`config.mk`:
```
export PLATFORM = sky130hd
export DESIGN_NAME = sar_ctl_unit
export DESIGN_NICKNAME = d
export VERILOG_FILES = /design/src/rtl/sar_ctl_pkg.sv /design/src/rtl/sar_ctl_regs.sv /design/src/rtl/sar_ctl_seq.sv /design/src/rtl/sar_ctl_clkgen.sv /design/src/rtl/sar_ctl_unit.sv
export SDC_FILE = /design/constraint.sdc
export NUM_CORES = 1
export LEC_CHECK = 0
export ABC_AREA = 1
export BUFFER_PORTS_ARGS = -buffer_cell sky130_fd_sc_hd__buf_2
export CAP_MARGIN = 20
export CORE_MARGIN = 5
export CORE_UTILIZATION = 46
export DETAILED_ROUTE_END_ITERATION = 10
export PLACE_DENSITY = 0.76
export RECOVER_POWER = 100
export SYNTH_ARGS = -nofsm -noshare
export SYNTH_HDL_FRONTEND = slang
export SYNTH_SLANG_ARGS = --single-unit
```
`constraint.sdc`:
```
create_clock -name clk -period 1.61 [get_ports clk]
set_input_delay 0.322 -clock clk [delete_from_list [all_inputs] [get_ports clk]]
set_output_delay 0.322 -clock clk [all_outputs]
set_load 0.01 [all_outputs]
```
`src/rtl/sar_ctl_pkg.sv`:
```
// Shared widths and helpers for the converter control unit.
// Assumes a 3-bit clock-select code and a 3-bit channel code.
package sar_ctl_pkg;

    localparam int CH_W  = 3;
    localparam int SEL_W = 3;

    // Terminal count for a prescaler code: divisor is 2^(1 + 2*code[1:0] + code[2]).
    function automatic logic [6:0] div_last(input logic [SEL_W-1:0] code);
        int ex;
        ex = 1 + 2 * int'(code[1:0]) + int'(code[2]);
        return 7'((1 << ex) - 1);
    endfunction

    // True when the code selects the internal oscillator input instead of the prescaler.
    function automatic logic is_rc(input logic [SEL_W-1:0] code);
        return code[1:0] == 2'b11;
    endfunction

endpackage

```
`src/rtl/sar_ctl_regs.sv`:
```
// Control register file. Holds register 0 fields (except go) and the
// register 1 clock-select field, and decodes writes for the sequencer.
// Assumes the go/busy state lives in the sequencer and is fed back for readback.
module sar_ctl_regs
    import sar_ctl_pkg::*;
#(
    parameter int ADDR_W = 8,
    parameter int DATA_W = 8,
    parameter logic [ADDR_W-1:0] REG0_ADDR = 8'h1F,
    parameter logic [ADDR_W-1:0] REG1_ADDR = 8'h9F
) (
    input  logic              clk,
    input  logic              rst_n,
    input  logic [ADDR_W-1:0] bus_addr,
    input  logic              bus_we,
    input  logic [DATA_W-1:0] bus_wdata,
    input  logic              busy,
    output logic [DATA_W-1:0] bus_rdata,
    output logic              wr0,
    output logic              w_go,
    output logic              w_on,
    output logic              just_q,
    output logic              vref_q,
    output logic [CH_W-1:0]   chan_q,
    output logic              on_q,
    output logic [SEL_W-1:0]  sel_q
);

    logic wr1;
    logic unused_wbit;

    // Write decode for both registers.
    always_comb begin
        wr0  = bus_we && (bus_addr == REG0_ADDR);
        wr1  = bus_we && (bus_addr == REG1_ADDR);
        w_go = bus_wdata[1];
        w_on = bus_wdata[0];
    end

    assign unused_wbit = bus_wdata[5];

    // Register 0 stored fields.
    always_ff @(posedge clk) begin
        if (!rst_n) begin
            just_q <= 1'b0;
            vref_q <= 1'b0;
            chan_q <= '0;
            on_q   <= 1'b0;
        end else if (wr0) begin
            just_q <= bus_wdata[7];
            vref_q <= bus_wdata[6];
            chan_q <= bus_wdata[4:2];
            on_q   <= bus_wdata[0];
        end
    end

    // Register 1 clock-select field.
    always_ff @(posedge clk) begin
        if (!rst_n) begin
            sel_q <= '0;
        end else if (wr1) begin
            sel_q <= bus_wdata[6:4];
        end
    end

    // Read multiplexer; unimplemented bits and unmapped addresses return zero.
    always_comb begin
        bus_rdata = '0;
        if (bus_addr == REG0_ADDR) begin
            bus_rdata = {just_q, vref_q, 1'b0, chan_q, busy, on_q};
        end else if (bus_addr == REG1_ADDR) begin
            bus_rdata = {1'b0, sel_q, 4'b0000};
        end
    end

    AST_FIELDS_HOLD: assert property (@(posedge clk) disable iff (!rst_n)
        !wr0 |=> $stable(chan_q) && $stable(just_q));

endmodule

```
`src/rtl/sar_ctl_seq.sv`:
```
// Conversion sequencer. Owns the go/busy bit, issues start and abort
// pulses, and captures the engine code on completion.
// Assumes completion has priority over a same-cycle register 0 write.
module sar_ctl_seq #(
    parameter int RES_W = 10
) (
    input  logic             clk,
    input  logic             rst_n,
    input  logic             wr0,
    input  logic             w_go,
    input  logic             w_on,
    input  logic             conv_done,
    input  logic [RES_W-1:0] conv_data,
    output logic             busy,
    output logic             conv_start,
    output logic             conv_abort,
    output logic [RES_W-1:0] raw_q
);

    // Busy state, start/abort pulses and result capture.
    always_ff @(posedge clk) begin
        if (!rst_n) begin
            busy       <= 1'b0;
            conv_start <= 1'b0;
            conv_abort <= 1'b0;
            raw_q      <= '0;
        end else begin
            conv_start <= 1'b0;
            conv_abort <= 1'b0;
            if (busy && conv_done) begin
                busy  <= 1'b0;
                raw_q <= conv_data;
            end else if (wr0) begin
                if (busy) begin
                    if (!w_go || !w_on) begin
                        busy       <= 1'b0;
                        conv_abort <= 1'b1;
                    end
                end else if (w_go && w_on) begin
                    busy       <= 1'b1;
                    conv_start <= 1'b1;
                end
            end
        end
    end

    AST_GO_CLEARS: assert property (@(posedge clk) disable iff (!rst_n)
        busy && conv_done |=> !busy);

    AST_START_SETS_GO: assert property (@(posedge clk) disable iff (!rst_n)
        conv_start |-> busy);

    AST_RESULT_HELD: assert property (@(posedge clk) disable iff (!rst_n)
        !conv_done |=> $stable(raw_q));

    AST_ABORT_IDLE: assert property (@(posedge clk) disable iff (!rst_n)
        conv_abort |-> !busy && !conv_start);

endmodule

```
`src/rtl/sar_ctl_clkgen.sv`:
```
// Conversion-clock enable generator. Divides the system clock by the
// selected power of two, or forwards the internal oscillator tick.
// Assumes rc_tick is already synchronous to clk; the select is frozen while busy.
module sar_ctl_clkgen
    import sar_ctl_pkg::*;
#(
    parameter int CNT_W = 7
) (
    input  logic             clk,
    input  logic             rst_n,
    input  logic             on,
    input  logic             busy,
    input  logic             start,
    input  logic [SEL_W-1:0] sel,
    input  logic             rc_tick,
    output logic             conv_tick
);

    logic [SEL_W-1:0] eff_sel;
    logic [CNT_W-1:0] cnt;
    logic [CNT_W-1:0] last;
    logic             rc_mode;
    logic             wrap;

    // Effective select follows the register only while no conversion runs.
    always_ff @(posedge clk) begin
        if (!rst_n) begin
            eff_sel <= '0;
        end else if (!busy) begin
            eff_sel <= sel;
        end
    end

    // Terminal count and mode for the effective select.
    always_comb begin
        last    = CNT_W'(div_last(eff_sel));
        rc_mode = is_rc(eff_sel);
        wrap    = (cnt >= last);
    end

    // Prescaler counter; restarts on enable-off, conversion start or oscillator mode.
    always_ff @(posedge clk) begin
        if (!rst_n || !on || start || rc_mode) begin
            cnt <= '0;
        end else if (wrap) begin
            cnt <= '0;
        end else begin
            cnt <= cnt + 1'b1;
        end
    end

    // Registered single-cycle tick.
    always_ff @(posedge clk) begin
        if (!rst_n) begin
            conv_tick <= 1'b0;
        end else begin
            conv_tick <= on && (rc_mode ? rc_tick : wrap);
        end
    end

    AST_SEL_FROZEN: assert property (@(posedge clk) disable iff (!rst_n)
        busy && $past(busy) |-> $stable(eff_sel));

    AST_RC_ONLY: assert property (@(posedge clk) disable iff (!rst_n)
        rc_mode && $past(rc_mode) && !$past(rc_tick) |-> !conv_tick);

endmodule

```
`src/rtl/sar_ctl_unit.sv`:
```
// Top of the converter control unit: register file, sequencer, clock
// enable generator and result justification.
// Assumes a single clock domain and a synchronous active-low reset.
module sar_ctl_unit
    import sar_ctl_pkg::*;
#(
    parameter int ADDR_W = 8,
    parameter int DATA_W = 8,
    parameter int RES_W  = 10,
    parameter int OUT_W  = 16,
    parameter int CNT_W  = 7
) (
    input  logic              clk,
    input  logic              rst_n,
    input  logic [ADDR_W-1:0] bus_addr,
    input  logic              bus_we,
    input  logic [DATA_W-1:0] bus_wdata,
    output logic [DATA_W-1:0] bus_rdata,
    input  logic              rc_tick,
    output logic [CH_W-1:0]   chan_sel,
    output logic              vref_ext,
    output logic              adc_on,
    output logic              conv_tick,
    output logic              conv_start,
    output logic              conv_abort,
    input  logic              conv_done,
    input  logic [RES_W-1:0]  conv_data,
    output logic [OUT_W-1:0]  result
);

    localparam int PAD_W = OUT_W - RES_W;

    logic             wr0, w_go, w_on, busy, just_q;
    logic [SEL_W-1:0] sel_q;
    logic [RES_W-1:0] raw_q;

    sar_ctl_regs #(.ADDR_W(ADDR_W), .DATA_W(DATA_W)) u_regs (
        .clk(clk), .rst_n(rst_n), .bus_addr(bus_addr), .bus_we(bus_we),
        .bus_wdata(bus_wdata), .busy(busy), .bus_rdata(bus_rdata),
        .wr0(wr0), .w_go(w_go), .w_on(w_on), .just_q(just_q),
        .vref_q(vref_ext), .chan_q(chan_sel), .on_q(adc_on), .sel_q(sel_q)
    );

    sar_ctl_seq #(.RES_W(RES_W)) u_seq (
        .clk(clk), .rst_n(rst_n), .wr0(wr0), .w_go(w_go), .w_on(w_on),
        .conv_done(conv_done), .conv_data(conv_data), .busy(busy),
        .conv_start(conv_start), .conv_abort(conv_abort), .raw_q(raw_q)
    );

    sar_ctl_clkgen #(.CNT_W(CNT_W)) u_clk (
        .clk(clk), .rst_n(rst_n), .on(adc_on), .busy(busy),
        .start(conv_start), .sel(sel_q), .rc_tick(rc_tick),
        .conv_tick(conv_tick)
    );

    // Justify the captured code per the current justify bit.
    always_comb begin
        if (just_q) begin
            result = {{PAD_W{1'b0}}, raw_q};
        end else begin
            result = {raw_q, {PAD_W{1'b0}}};
        end
    end

    AST_START_NEEDS_ON: assert property (@(posedge clk) disable iff (!rst_n)
        conv_start |-> adc_on);

    AST_NO_TICK_OFF: assert property (@(posedge clk) disable iff (!rst_n)
        !adc_on && !$past(adc_on) |-> !conv_tick);

endmodule

```
; After elaboration in Yosys (flattened, before gate mapping)
; Cells that the tools add are included.
[classes]
muxes = 8
eq_ne = 3
bitwise = 3
n_shift = 1
reduce_logical = 17
order_cmp = 1
n_addsub = 4
[op_table]
columns = op, n
row1 = $add 32x2->32, 1
row2 = $shl 1x32->7 const A, 1
row3 = $mux 16, 1
row4 = $eq 8x5->1 const B, 1
row5 = $eq 8x8->1 const B, 1
row6 = $mux 8, 1
row7 = $reduce_or 4->1, 2
row8 = $add 7x1->7 const B, 1
row9 = $ge 7x7->1, 1
row10 = $mux 7, 1
row11 = $sub 7x2->7 const B, 1
row12 = $logic_and 1x1->1, 5
row13 = $mux 1, 5
row14 = $add 1x3->4 const A, 1
row15 = $logic_not 1->1, 4
row16 = $logic_or 1x1->1, 4
row17 = $reduce_or 2->1, 2
row18 = $not 1->1, 3
row19 = $eq 2x2->1 const B, 1
[totals]
regBits = 33
wordCells = 49
out_inout_bits = 32

; Longest topological paths before layout
; Gate-level depths: netlist (run 1).
[depth]
depth_word = 7
ltp_mapped = 11

; Cells and area by module
; From an unflattened synthesis (run 1), not the netlist that was laid out.
[hier_totals]
hier_cells = 302
area_unflattened_um2 = 1974.4
[by_module_without_submodules]
columns = module, cells_each, area_each_um2, instances, seq_area_each_um2
row1 = sar_ctl_regs, 100, 659.4, 1, 180.2
row2 = sar_ctl_clkgen, 86, 629.4, 1, 220.2
row3 = sar_ctl_seq, 77, 520.5, 1, 260.2
row4 = sar_ctl_unit, 39, 165.2, 1, 0.0

; Worst setup path before layout (run 1)
; No wires, ideal clock.
[synth_path]
path_kind = flip-flop to flip-flop
start = reg u_clk.eff_sel[0]
end = reg u_clk.cnt[0]
path_stages_with_launch = 9
setup_time_ns = 0.067
slack_ns = 0.124
arrival_time_ns = 1.419
cell_sequence = dfxtp_1 -> or2_2 -> nand2_1 -> ha_1 -> nand2_1 -> inv_1 -> a21oi_1 -> nand4_2 -> nor2_1
[synth_between]
elab_chain_len = 6
[synth_lines]
columns = item, line
row1 = "start, declared", sar_ctl_clkgen.sv:19  ; logic [SEL_W-1:0] eff_sel;
row2 = "start signal, assigned", sar_ctl_clkgen.sv:30  ; eff_sel <= sel;
row3 = $add 1x3->4, sar_ctl_pkg.sv:11  ; ex = 1 + 2 * int'(code[1:0]) + int'(code[2]);
row4 = $add 32x2->32, sar_ctl_pkg.sv:11
row5 = $shl 1x32->7, sar_ctl_pkg.sv:12  ; return 7'((1 << ex) - 1);
row6 = $sub 7x2->7, sar_ctl_pkg.sv:12
row7 = $ge 7x7->1, sar_ctl_clkgen.sv:38  ; wrap = (cnt >= last);
row8 = $reduce_or 2->1 (no source line) (*), -
row9 = "end signal, assigned", sar_ctl_clkgen.sv:48  ; cnt <= cnt + 1'b1;
row10 = "end, declared", sar_ctl_clkgen.sv:20  ; logic [CNT_W-1:0] cnt;
; Every way passes the cells marked *; elsewhere a longest branch is shown, timed or not.
; A chain may end at the register's enable or synchronous reset.

; Worst setup path after layout (run 1)
[layout_path]
start = reg u_clk.eff_sel[2]
end = reg u_clk.cnt[6]
[layout_between]
elab_chain_len = 5
[layout_lines]
columns = item, line
row1 = $add 32x2->32, sar_ctl_pkg.sv:11
row2 = $shl 1x32->7, sar_ctl_pkg.sv:12
row3 = $sub 7x2->7, sar_ctl_pkg.sv:12
row4 = $ge 7x7->1, sar_ctl_clkgen.sv:38
row5 = $reduce_or 2->1 (no source line), -
; Every way passes these cells.

==> results.ini, run 1 <==
[outcome]
status = completed

[timing]
worst_slew_pin_slew_ns = 0.551
period_share_pct = 97.2
hold_slack_ns = 0.294
slew_headroom_pct = 63.2
setup_violations = 0
period_needed_ns = 1.57
rsz0062_at_grt = true
finalHoldViolCount = 0
fin_worst_skew_ns = 0.00387
slew_violations = 0
fmax_mhz = 639

[routing]
detail-route-antenna-nets = 0
vias = 1798
viasPerCell = 4.63
drt-total-wl_um = 4360
first_pass_iters = 4
route.detailed.drc = 0
drt_iter0_markers = 78
wl_per_cell_um = 11.2

[job]
max_cap_viol_count = 0

[clock_network]
clk_path_buf_depth = 2
cts-htree-levels = 2
cts_tree = yes
cts.sinks = 33
clkLatencyLatePin_ns = 0.28
cts_root_buf = clkbuf_8
clk_pin_slew_worst_paths_ns = 0.07
cts_buffers = 5
holdBufCountCts = 0

[power_and_ir_drop]
seqPwrFrac_pct = 53.9
combPwrFrac_pct = 7.2
p_int_mw = 1.16
p_total_mw = 1.52
power.density_nw_per_um2 = 657
p_switching_mw = 0.353
p_leak_nw = 1.13
pwr-share-clk_pct = 38.9
max-vdd-ir-drop_v = 0.000397
switching_share_pct = 23.2

[die]
std_cell_rows = 22
ios = 63
placeableCoreArea_sq_um = 3720
die_area_sq_um = 5270
fp.dieW_um = 72.6
die_y_um = 72.6
start_util_pct = 48.5

[yosys]
yosysWarnings = 0
yosysTopAreaCell = dfxtp_1
synthArstFlopShare_pct = 0
synth-seq-cells = 33
syn_area_sq_um = 1800
synth.top_cell.area_share_pct = 36.6
syn_inst = 267
synthTopCellsByCount = 53 x nand2_1, 51 x inv_1, 47 x nor2_1
synth_most_common_cell = nand2_1
yosysSeqAreaShare_pct = 36.6
synthFlopType = dfxtp_1
avgSynthCellArea_sq_um = 6.75
synth_top_cells_by_area = dfxtp_1 37%, nand2_1 11%, inv_1 11%
ys_types = 26
synth_fp_nets = 306
synth_enable_flop_cells = 0

[placement]
dpl_cell_area_sq_um = 2210
post-dp-hpwl_um = 3290
port-buffer-count = 62
placed_cells = 379
gp_congestion = 0.842

[min_path]
hold_depth = 3
worstHoldStart = conv_data[1]
hold_path_class = primary input to flip-flop

[setup_path]
crit_type = flip-flop to flip-flop
required_ns = 1.83
worstPathArrival_ns = 1.79
slowest_delay_ns = 0.33
path_buf_inv = 1
reg2reg_slack_ns = 0.04
r2r-start = u_clk.eff_sel[2]
slowest_stage = dfxtp_2
critical_path.max_fanout = 7
worst_r2r_path_depth = 8
crit_chain = or2_4 > nand2_1 > ha_1 > nand2_2 > inv_2 > a21oi_4 > nand4_4 > nor2_1
cp.depth = 8
start_kind = flip-flop
critPathLaunch = u_clk.eff_sel[2]
critical-path-top-delay-family = simple AND/OR/NAND/NOR gates
critPathCaptureType = flip-flop

[grt]
grt_max_degree = 25
grt_pass1_vias = 1626
grt_pass1_wl_um = 6930
antenna_found_initial = 0
grt_overflow = 0
groute.usage.overall_pct = 16.5

[finish]
instances_no_fill = 388
nets = 378
area_growth_pct = 28.0
n_fill_cell = 396
num_antenna_cells = 0
finish.utilization_pct = 62.1
drive_gt1_share_pct = 24.7
design_area_sq_um = 2310

==> kinds of logic (layout without fill, tap and decap cells) <==
logic type / after synthesis / count (layout) / share of synthesized area, %
XOR/XNOR: 5 / 5 / 2.43
other: 1 / 1 / 0.208
AND/OR/NAND/NOR: 128 / 128 / 33.4
buffers and inverters: 60 / 133 / 12.6
adder cells (fa/ha/maj): 8 / 8 / 5.55
flip-flops: 33 / 33 / 36.6
AO/OA/AOI/OAI: 32 / 32 / 9.16
==> final cells by class <==
| cell class | count | area, sq um | area share, % |
|---|---|---|---|
| Multi-Input combinational cell | 174 | 952 | 41.2 |
| Inverter | 54 | 206 | 8.94 |
| Clock buffer | 6 | 72.6 | 3.14 |
| Clock inverter | 2 | 10.0 | 0.434 |
| Tap cell | 48 | 60.1 | 2.60 |
| Sequential cell | 33 | 664 | 28.8 |
| Timing Repair Buffer | 71 | 343 | 14.9 |
==> layer usage <==
metal / track usage, % / routed length [um]
met3: 4.82 / 297
met2: 29.1 / 2140
met4: 5.53 / 55
met1: 18.9 / 1860
met5: 0 / 0
==> per-stage QoR <==
stage / worst slack, ns / TNS (ns)
after CTS: 0.0129 / 0
after global routing: -0.0472 / -0.224
final: 0.0446 / 0
after detailed placement: -0.0482 / -0.273
after floorplan: 0.124 / 0
after global placement: 0.0255 / 0
==> path summary, 6_finish.rpt <==
| path | to |
|---|---|
| worst max-delay path | u_clk.cnt[6] |
| worst min-delay path | u_seq.raw_q[1] |
| worst max register to register | u_clk.cnt[6] |
| worst min register to register | u_seq.raw_q[4] |
==> cell usage in the layout, fill, tap and decap left out, drive strengths merged, types with 2 or more instances in the layout <==
cell type / instances
a21oi: 12
buf: 38
clkbuf: 39
clkinv: 2
dfxtp: 33
ha: 8
inv: 53
nand2: 53
nand3: 9
nand4: 13
nor2: 50
nor3: 2
o21ai: 17
o22ai: 2
xnor2: 3
xor2: 2
==> state kept, by name, indices dropped and copies added (netlist names) <==
name,flops
u_seq.raw_q,10
u_clk.cnt,7
u_clk.eff_sel,3
u_regs.chan_q,3
u_regs.sel_q,3
u_clk.conv_tick,1
u_regs.just_q,1
u_regs.on_q,1
u_regs.vref_q,1
u_seq.busy,1
u_seq.conv_abort,1
u_seq.conv_start,1
==> timing repair <==
action                                 in CTS  in global routing
gates cloned                                0                  0
gates resized for setup                     3                 21
pin swaps                                   1                  4
setup endpoints to repair                   7                 15
setup buffers                               0                  1
endpoints found under the hold margin       0                  0
==> power by group through the flow <==
stage	Clock, mW	Combinational, mW	Sequential, mW
6_report	0.590	0.109	0.817
5_1_grt	0.646	0.124	0.817
4_1_cts	0.607	0.111	0.817
3_5_place_dp	0	0.109	0.836
3_3_place_gp	0	0.108	0.836
2_1_floorplan	0	0.0534	0.836
==> tightest hold or removal path: stages <==
cell	delay, ns
buf_2	0.07
o21ai_0	0.07
nor2_1	0.07
Note: power is estimated with default switching activity, not from simulation.
==> run 2: changes to the inputs <==
SETUP_SLACK_MARGIN = 0.3   (was default)
==> results.ini, run 2 (synthesis gave the netlist of run 1 again) <==
[outcome]
status = completed

[timing]
finalHoldViolCount = 0  ; unchanged
rsz0062_at_grt = true
setup_violations = 0  ; unchanged
slew_violations = 0  ; unchanged
fin_worst_skew_ns = 0.00266  ; -0.00121 ns
fmax_mhz = 636  ; -0.47%
slew_headroom_pct = 35.4  ; -28 points
worst_slew_pin_slew_ns = 0.969  ; +0.417 ns
period_share_pct = 97.7  ; +0.46 points
period_needed_ns = 1.57  ; +0.00733 ns

[finish]
seqCellArea_sq_um = 672  ; +1.1%
num_antenna_cells = 0  ; unchanged
instances_no_fill = 399  ; +2.8%
largest_register = u_seq.raw_q
largest_reg_flops = 10  ; unchanged
top_regs = u_seq.raw_q x10, u_clk.cnt x7
layout_commonest_cell = inv_1
n_fill_cell = 301  ; -24%
multi_input_comb_area_sq_um = 1110  ; +17%
area_growth_pct = 52.1
drive_gt1_share_pct = 37.9  ; +13 points
design_area_sq_um = 2740  ; +19%
mostFrequentLayoutCells = 43 x inv_1, 35 x nand2_1, 35 x nor2_1
nets = 390  ; +3.2%

[setup_path]
critPathCaptureType = flip-flop
r2r_end = u_clk.cnt[1]
slowest_stage = dfxtp_2
path_buf_inv = 0  ; -1
required_ns = 1.78  ; -0.05 ns
cp.depth = 8  ; unchanged
crit_type = flip-flop to flip-flop
critical-path-top-delay-family = simple AND/OR/NAND/NOR gates
r2r-start = u_clk.eff_sel[0]
worstPathArrival_ns = 1.74  ; -0.05 ns
critical_path.max_fanout = 7  ; unchanged
critPathLaunch = u_clk.eff_sel[0]
start_kind = flip-flop
endpoint = u_clk.cnt[1]
slowest_delay_ns = 0.35  ; +0.02 ns
reg2reg_slack_ns = 0.04  ; about the same
worst_r2r_path_depth = 8  ; unchanged
crit_chain = or2_4 > nand2_1 > ha_1 > nand2_2 > nor2_2 > nand3_2 > nand4_4 > nor2_1

[routing]
detail-route-antenna-nets = 0  ; unchanged
route.detailed.drc = 0  ; unchanged
drt_iter0_markers = 143  ; +83%
vias = 1976  ; +9.9%
wl_per_cell_um = 14.0  ; +24%
first_pass_iters = 4  ; unchanged
drt-total-wl_um = 5570  ; +28%
viasPerCell = 4.95  ; +6.9%

[placement]
port-buffer-count = 62  ; unchanged
gp_congestion = 0.872  ; +3.6%
placed_cells = 377  ; -0.53%
dpl_cell_area_sq_um = 2240  ; +1.3%
post-dp-hpwl_um = 3430  ; +4.3%

[min_path]
hold_path_class = primary input to flip-flop

[power_and_ir_drop]
p_int_mw = 1.21  ; +4.4%
p_total_mw = 1.56  ; +3.0%
p_leak_nw = 1.30  ; +15%
pwr-share-clk_pct = 39.3  ; +0.4 points
switching_share_pct = 22.2  ; -1.1 points
p_switching_mw = 0.346  ; -1.7%
max-vdd-ir-drop_v = 0.000357  ; -10%
seqPwrFrac_pct = 52.2  ; -1.7 points
combPwrFrac_pct = 8.5  ; +1.3 points
power.density_nw_per_um2 = 569  ; -13%

[clock_network]
cts_buffers = 5  ; unchanged
cts-htree-levels = 2  ; unchanged
cts_root_buf = clkbuf_8
cts_tree = yes
holdBufCountCts = 0  ; unchanged
clkLatencyLatePin_ns = 0.28  ; about the same
cts.sinks = 33  ; unchanged
clk_pin_slew_worst_paths_ns = 0.06  ; about the same
clk_path_buf_depth = 2  ; unchanged

[die]
die_y_um = 72.6  ; unchanged
placeableCoreArea_sq_um = 3720  ; unchanged
start_util_pct = 48.5  ; unchanged
ios = 63  ; unchanged
fp.dieW_um = 72.6  ; unchanged
die_area_sq_um = 5270  ; unchanged
std_cell_rows = 22  ; unchanged

[grt]
antenna_found_initial = 0  ; unchanged
grt_overflow = 0  ; unchanged
grt_pass1_vias = 1927  ; +19%
grt_pass1_wl_um = 8170  ; +18%
groute.usage.overall_pct = 19.6  ; +3.1 points
grt_max_degree = 25  ; unchanged

[job]
max_cap_viol_count = 0  ; unchanged

[run 2: cell count changes in the layout (fill, tap and decap cells not counted), sizes merged]
cell,previous run,this run
clkbuf,39,27
buf,38,62
clkinvlp,1,0
[run 2: worst min-delay path, delay by kind of cell]
kind | cells | cell delay, ns
simple gates | 1 | 0.07
buf+inv | 1 | 0.08
compound gates | 1 | 0.07
[run 2: power groups by stage]
| stage | clock [mW] | combinational [mW] | sequential, mW |
|---|---|---|---|
| 2_1_floorplan | 0 | 0.0566 | 0.836 |
| 3_3_place_gp | 0 | 0.110 | 0.836 |
| 3_5_place_dp | 0 | 0.111 | 0.836 |
| 4_1_cts | 0.626 | 0.122 | 0.816 |
| 5_1_grt | 0.662 | 0.147 | 0.814 |
| 6_report | 0.613 | 0.133 | 0.815 |
[run 2: worst min path at each step]
stage                                end  slack (ns)         start  depth (start not counted)
after floorplan             u_clk.cnt[0]        0.43  u_clk.cnt[0]                          1
after global placement      u_clk.cnt[0]        0.45  u_clk.cnt[0]                          1
after global routing      u_seq.raw_q[1]        0.35  conv_data[1]                          3
final                     u_seq.raw_q[2]        0.31  conv_data[2]                          3
after CTS                 u_seq.raw_q[0]        0.30  conv_data[0]                          3
after detailed placement    u_clk.cnt[0]        0.46  u_clk.cnt[0]                          1
[run 2: repair_timing]
action | in CTS | in global routing
gates cloned | 2 | 0
setup endpoints to repair | 32 | 32
pin swaps | 18 | 11
hold endpoints to repair | 0 | 0
gates resized for setup | 40 | 67
buffers inserted | 7 | 6
[run 2: metrics by stage]
step                      setup slack, ns  TNS [ns]  hold WS (ns)  util, %
after global routing              -0.0510    -0.355         0.345     73.8
after CTS                           0.104         0         0.299     68.0
after floorplan                     0.206         0         0.430        -
after global placement              0.121         0         0.452     60.2
after detailed placement           0.0721         0         0.457     60.2
final                              0.0373         0         0.309     73.8
[run 2: metal layers]
layer | global-route usage, % | up-vias | routed length, um
li1 | - | 999 | -
met2 | 34.0 | 81 | 2900
met4 | 10.5 | 0 | 186
met1 | 21.9 | 878 | 2140
met5 | 0 | - | 0
met3 | 4.96 | 18 | 343
[run 2: layout make-up]
class	instances	area share, %
Clock buffer	7	3.15
Sequential cell	33	24.5
Multi-Input combinational cell	174	40.6
Inverter	54	7.76
Timing Repair Buffer	82	21.2
Tap cell	48	2.19
Timing Repair inverter	1	0.593
==> run 3: changes to the inputs <==
--- a/config.mk
+++ b/config.mk
@@ -10,6 +10,6 @@
 export CAP_MARGIN = 20
-export CORE_MARGIN = 5
-export CORE_UTILIZATION = 46
+export CORE_MARGIN = 2
+export CORE_UTILIZATION = 45
 export DETAILED_ROUTE_END_ITERATION = 10
-export PLACE_DENSITY = 0.76
+export PLACE_DENSITY = 0.75
 export RECOVER_POWER = 100
--- a/constraint.sdc
+++ b/constraint.sdc
@@ -3,2 +3,2 @@
 set_output_delay 0.322 -clock clk [all_outputs]
-set_load 0.01 [all_outputs]
+set_load 0.02 [all_outputs]
==> results.ini, run 3 (synthesis gave the netlist of run 1 again) <==
[finish]
nets = 387  ; -0.77%
drive_gt1_share_pct = 41.5  ; +3.7 points
largest_reg_flops = 10  ; unchanged
top_regs = u_seq.raw_q x10, u_clk.cnt x7
n_fill_cell = 271  ; -10%
num_antenna_cells = 0  ; unchanged
instances_no_fill = 399  ; unchanged
mostFrequentLayoutCells = 43 x inv_1, 36 x nand2_1, 31 x nor2_1
layout_commonest_cell = inv_1
area_growth_pct = 67.9
largest_register = u_seq.raw_q
design_area_sq_um = 3030  ; +10%

[grt]
grt_pass1_vias = 1892  ; -1.8%
grt_overflow = 0  ; unchanged
grt_max_degree = 17  ; -32%
grt_pass1_wl_um = 8260  ; +1.1%
antenna_found_initial = 0  ; unchanged
groute.usage.overall_pct = 24.2  ; +4.6 points

[setup_path]
critPathCaptureType = flip-flop
r2r_end = u_clk.cnt[3]
worst_r2r_path_depth = 7  ; -1
start_kind = flip-flop
r2r-start = u_clk.eff_sel[1]
worstPathArrival_ns = 1.80  ; +0.06 ns
crit_type = flip-flop to flip-flop
reg2reg_slack_ns = -0.02  ; -0.06 ns
required_ns = 1.78  ; about the same
critical_path.max_fanout = 7  ; unchanged

[min_path]
worstHoldStart = conv_data[2]
hold_depth = 3  ; unchanged
hold_path_class = primary input to flip-flop
min_to = u_seq.raw_q[2]

[die]
placeableCoreArea_sq_um = 3910  ; +5.3%
die_y_um = 67.3  ; -7.3%
fp.dieW_um = 67.3  ; -7.3%
ios = 63  ; unchanged
die_area_sq_um = 4530  ; -14%
start_util_pct = 46.1  ; -2.5 points
std_cell_rows = 23  ; +4.5%

[clock_network]
clk_path_buf_depth = 2  ; unchanged
holdBufCountCts = 0  ; unchanged
clk_pin_slew_worst_paths_ns = 0.07  ; about the same
clkLatencyLatePin_ns = 0.29  ; about the same
cts.sinks = 33  ; unchanged
cts-htree-levels = 2  ; unchanged
cts_tree = yes
cts_root_buf = clkbuf_8
cts_buffers = 5  ; unchanged

[timing]
worst_slew_pin_slew_ns = 0.623  ; -0.345 ns
slew_violations = 0  ; unchanged
slew_headroom_pct = 58.4  ; +23 points
setup_ws_ns = -0.0184  ; -0.0556 ns
fmax_mhz = 614  ; -3.4%
rsz0062_at_grt = true
period_share_pct = 101  ; +3.5 points
fin_setup_tns_ns = -0.0655  ; -0.0655 ns
period_needed_ns = 1.63  ; +0.0556 ns
setup_violations = 6  ; +6
fin_worst_skew_ns = 0.00753  ; +0.00487 ns
hold_slack_ns = 0.287  ; -0.0218 ns
finalHoldViolCount = 0  ; unchanged

[routing]
viasPerCell = 5.16  ; +4.3%
wl_per_cell_um = 15.3  ; +9.6%
drt-total-wl_um = 6100  ; +9.6%
detail-route-antenna-nets = 0  ; unchanged
vias = 2060  ; +4.3%
drt_iter0_markers = 200  ; +40%
first_pass_iters = 4  ; unchanged
route.detailed.drc = 0  ; unchanged

[power_and_ir_drop]
p_leak_nw = 1.40  ; +7.5%
max-vdd-ir-drop_v = 0.000373  ; +4.3%
power.density_nw_per_um2 = 588  ; +3.3%

[outcome]
violations = setup timing
status = finished with violations

[placement]
post-place-ws_ns = 0.0624  ; -0.00977 ns
port-buffer-count = 62  ; unchanged
gp_congestion = 0.850  ; -2.5%
placed_cells = 380  ; +0.80%
dpl_cell_area_sq_um = 2330  ; +4.3%
post-dp-hpwl_um = 3150  ; -8.1%

[job]
max_cap_viol_count = 0  ; unchanged

## run 3: changes by cell type in the layout (fill, tap and decap cells not counted), moves of 4 or more
cell / change
nor2_1: -4
nand2_2: -6
nor2_4: +7
nor2_2: -4
clkbuf_1: -10
buf_6: +13
buf_2: -4
## run 3: cell type report
class | instances | area [sq um] | area share (%)
tap | 50 | 62.6 | 2.07
clock inverter | 1 | 30.0 | 0.992
clock buffer | 7 | 86.3 | 2.85
timing repair buffer | 79 | 672 | 22.2
multi-input combinational | 174 | 1270 | 41.9
inverter | 54 | 220 | 7.28
timing repair inverter | 1 | 16.3 | 0.537
sequential | 33 | 671 | 22.2
## run 3: report_power, final
group | internal [mW] | switching, mW | total, mW
sequential | 0.813 | 0.000774 | 0.814
combinational | 0.0664 | 0.0809 | 0.147
clock | 0.505 | 0.313 | 0.818
## run 3: how the worst max path moves through the flow
stage | start | end | slack [ns]
after floorplan | u_clk.eff_sel[2] | u_clk.cnt[0] | 0.21
after global placement | u_clk.eff_sel[1] | u_clk.cnt[6] | 0.10
after detailed placement | u_clk.eff_sel[1] | u_clk.cnt[2] | 0.06
after CTS | u_clk.eff_sel[0] | u_clk.cnt[4] | 0.09
after global routing | u_clk.eff_sel[0] | u_clk.cnt[5] | -0.07
final | u_clk.eff_sel[1] | u_clk.cnt[3] | -0.02
## run 3: routing by layer
layer / track usage [%] / routed length, um / part of all wire [%]
met1: 28.6 / 2270 / 37
met2: 41.8 / 3220 / 53
met3: 6.00 / 327 / 5.4
met4: 9.69 / 289 / 4.7
met5: 0 / 0 / 0
## run 3: through the flow
step                power (mW)  util (%)
floorplan                0.898         -
global placement         0.957      59.6
detailed placement       0.958      59.6
CTS                       1.77      72.8
global route              1.81      77.3
finish                    1.78      77.3
## run 3: worst max-delay path, cell delays in order, from the launching register on
cell	delay, ns
dfxtp_4	0.38
nand2_1	0.16
ha_4	0.33
nand2_2	0.08
nor2_4	0.15
nand3_2	0.16
nand4_4	0.19
nor2_1	0.06
## run 3: repair_timing
item	4_1_cts	5_1_grt
pin swaps	18	4
gates resized for setup	103	40
gates cloned	2	0
setup buffers	7	2
endpoints found under the setup margin	32	32
hold endpoints to repair	0	0
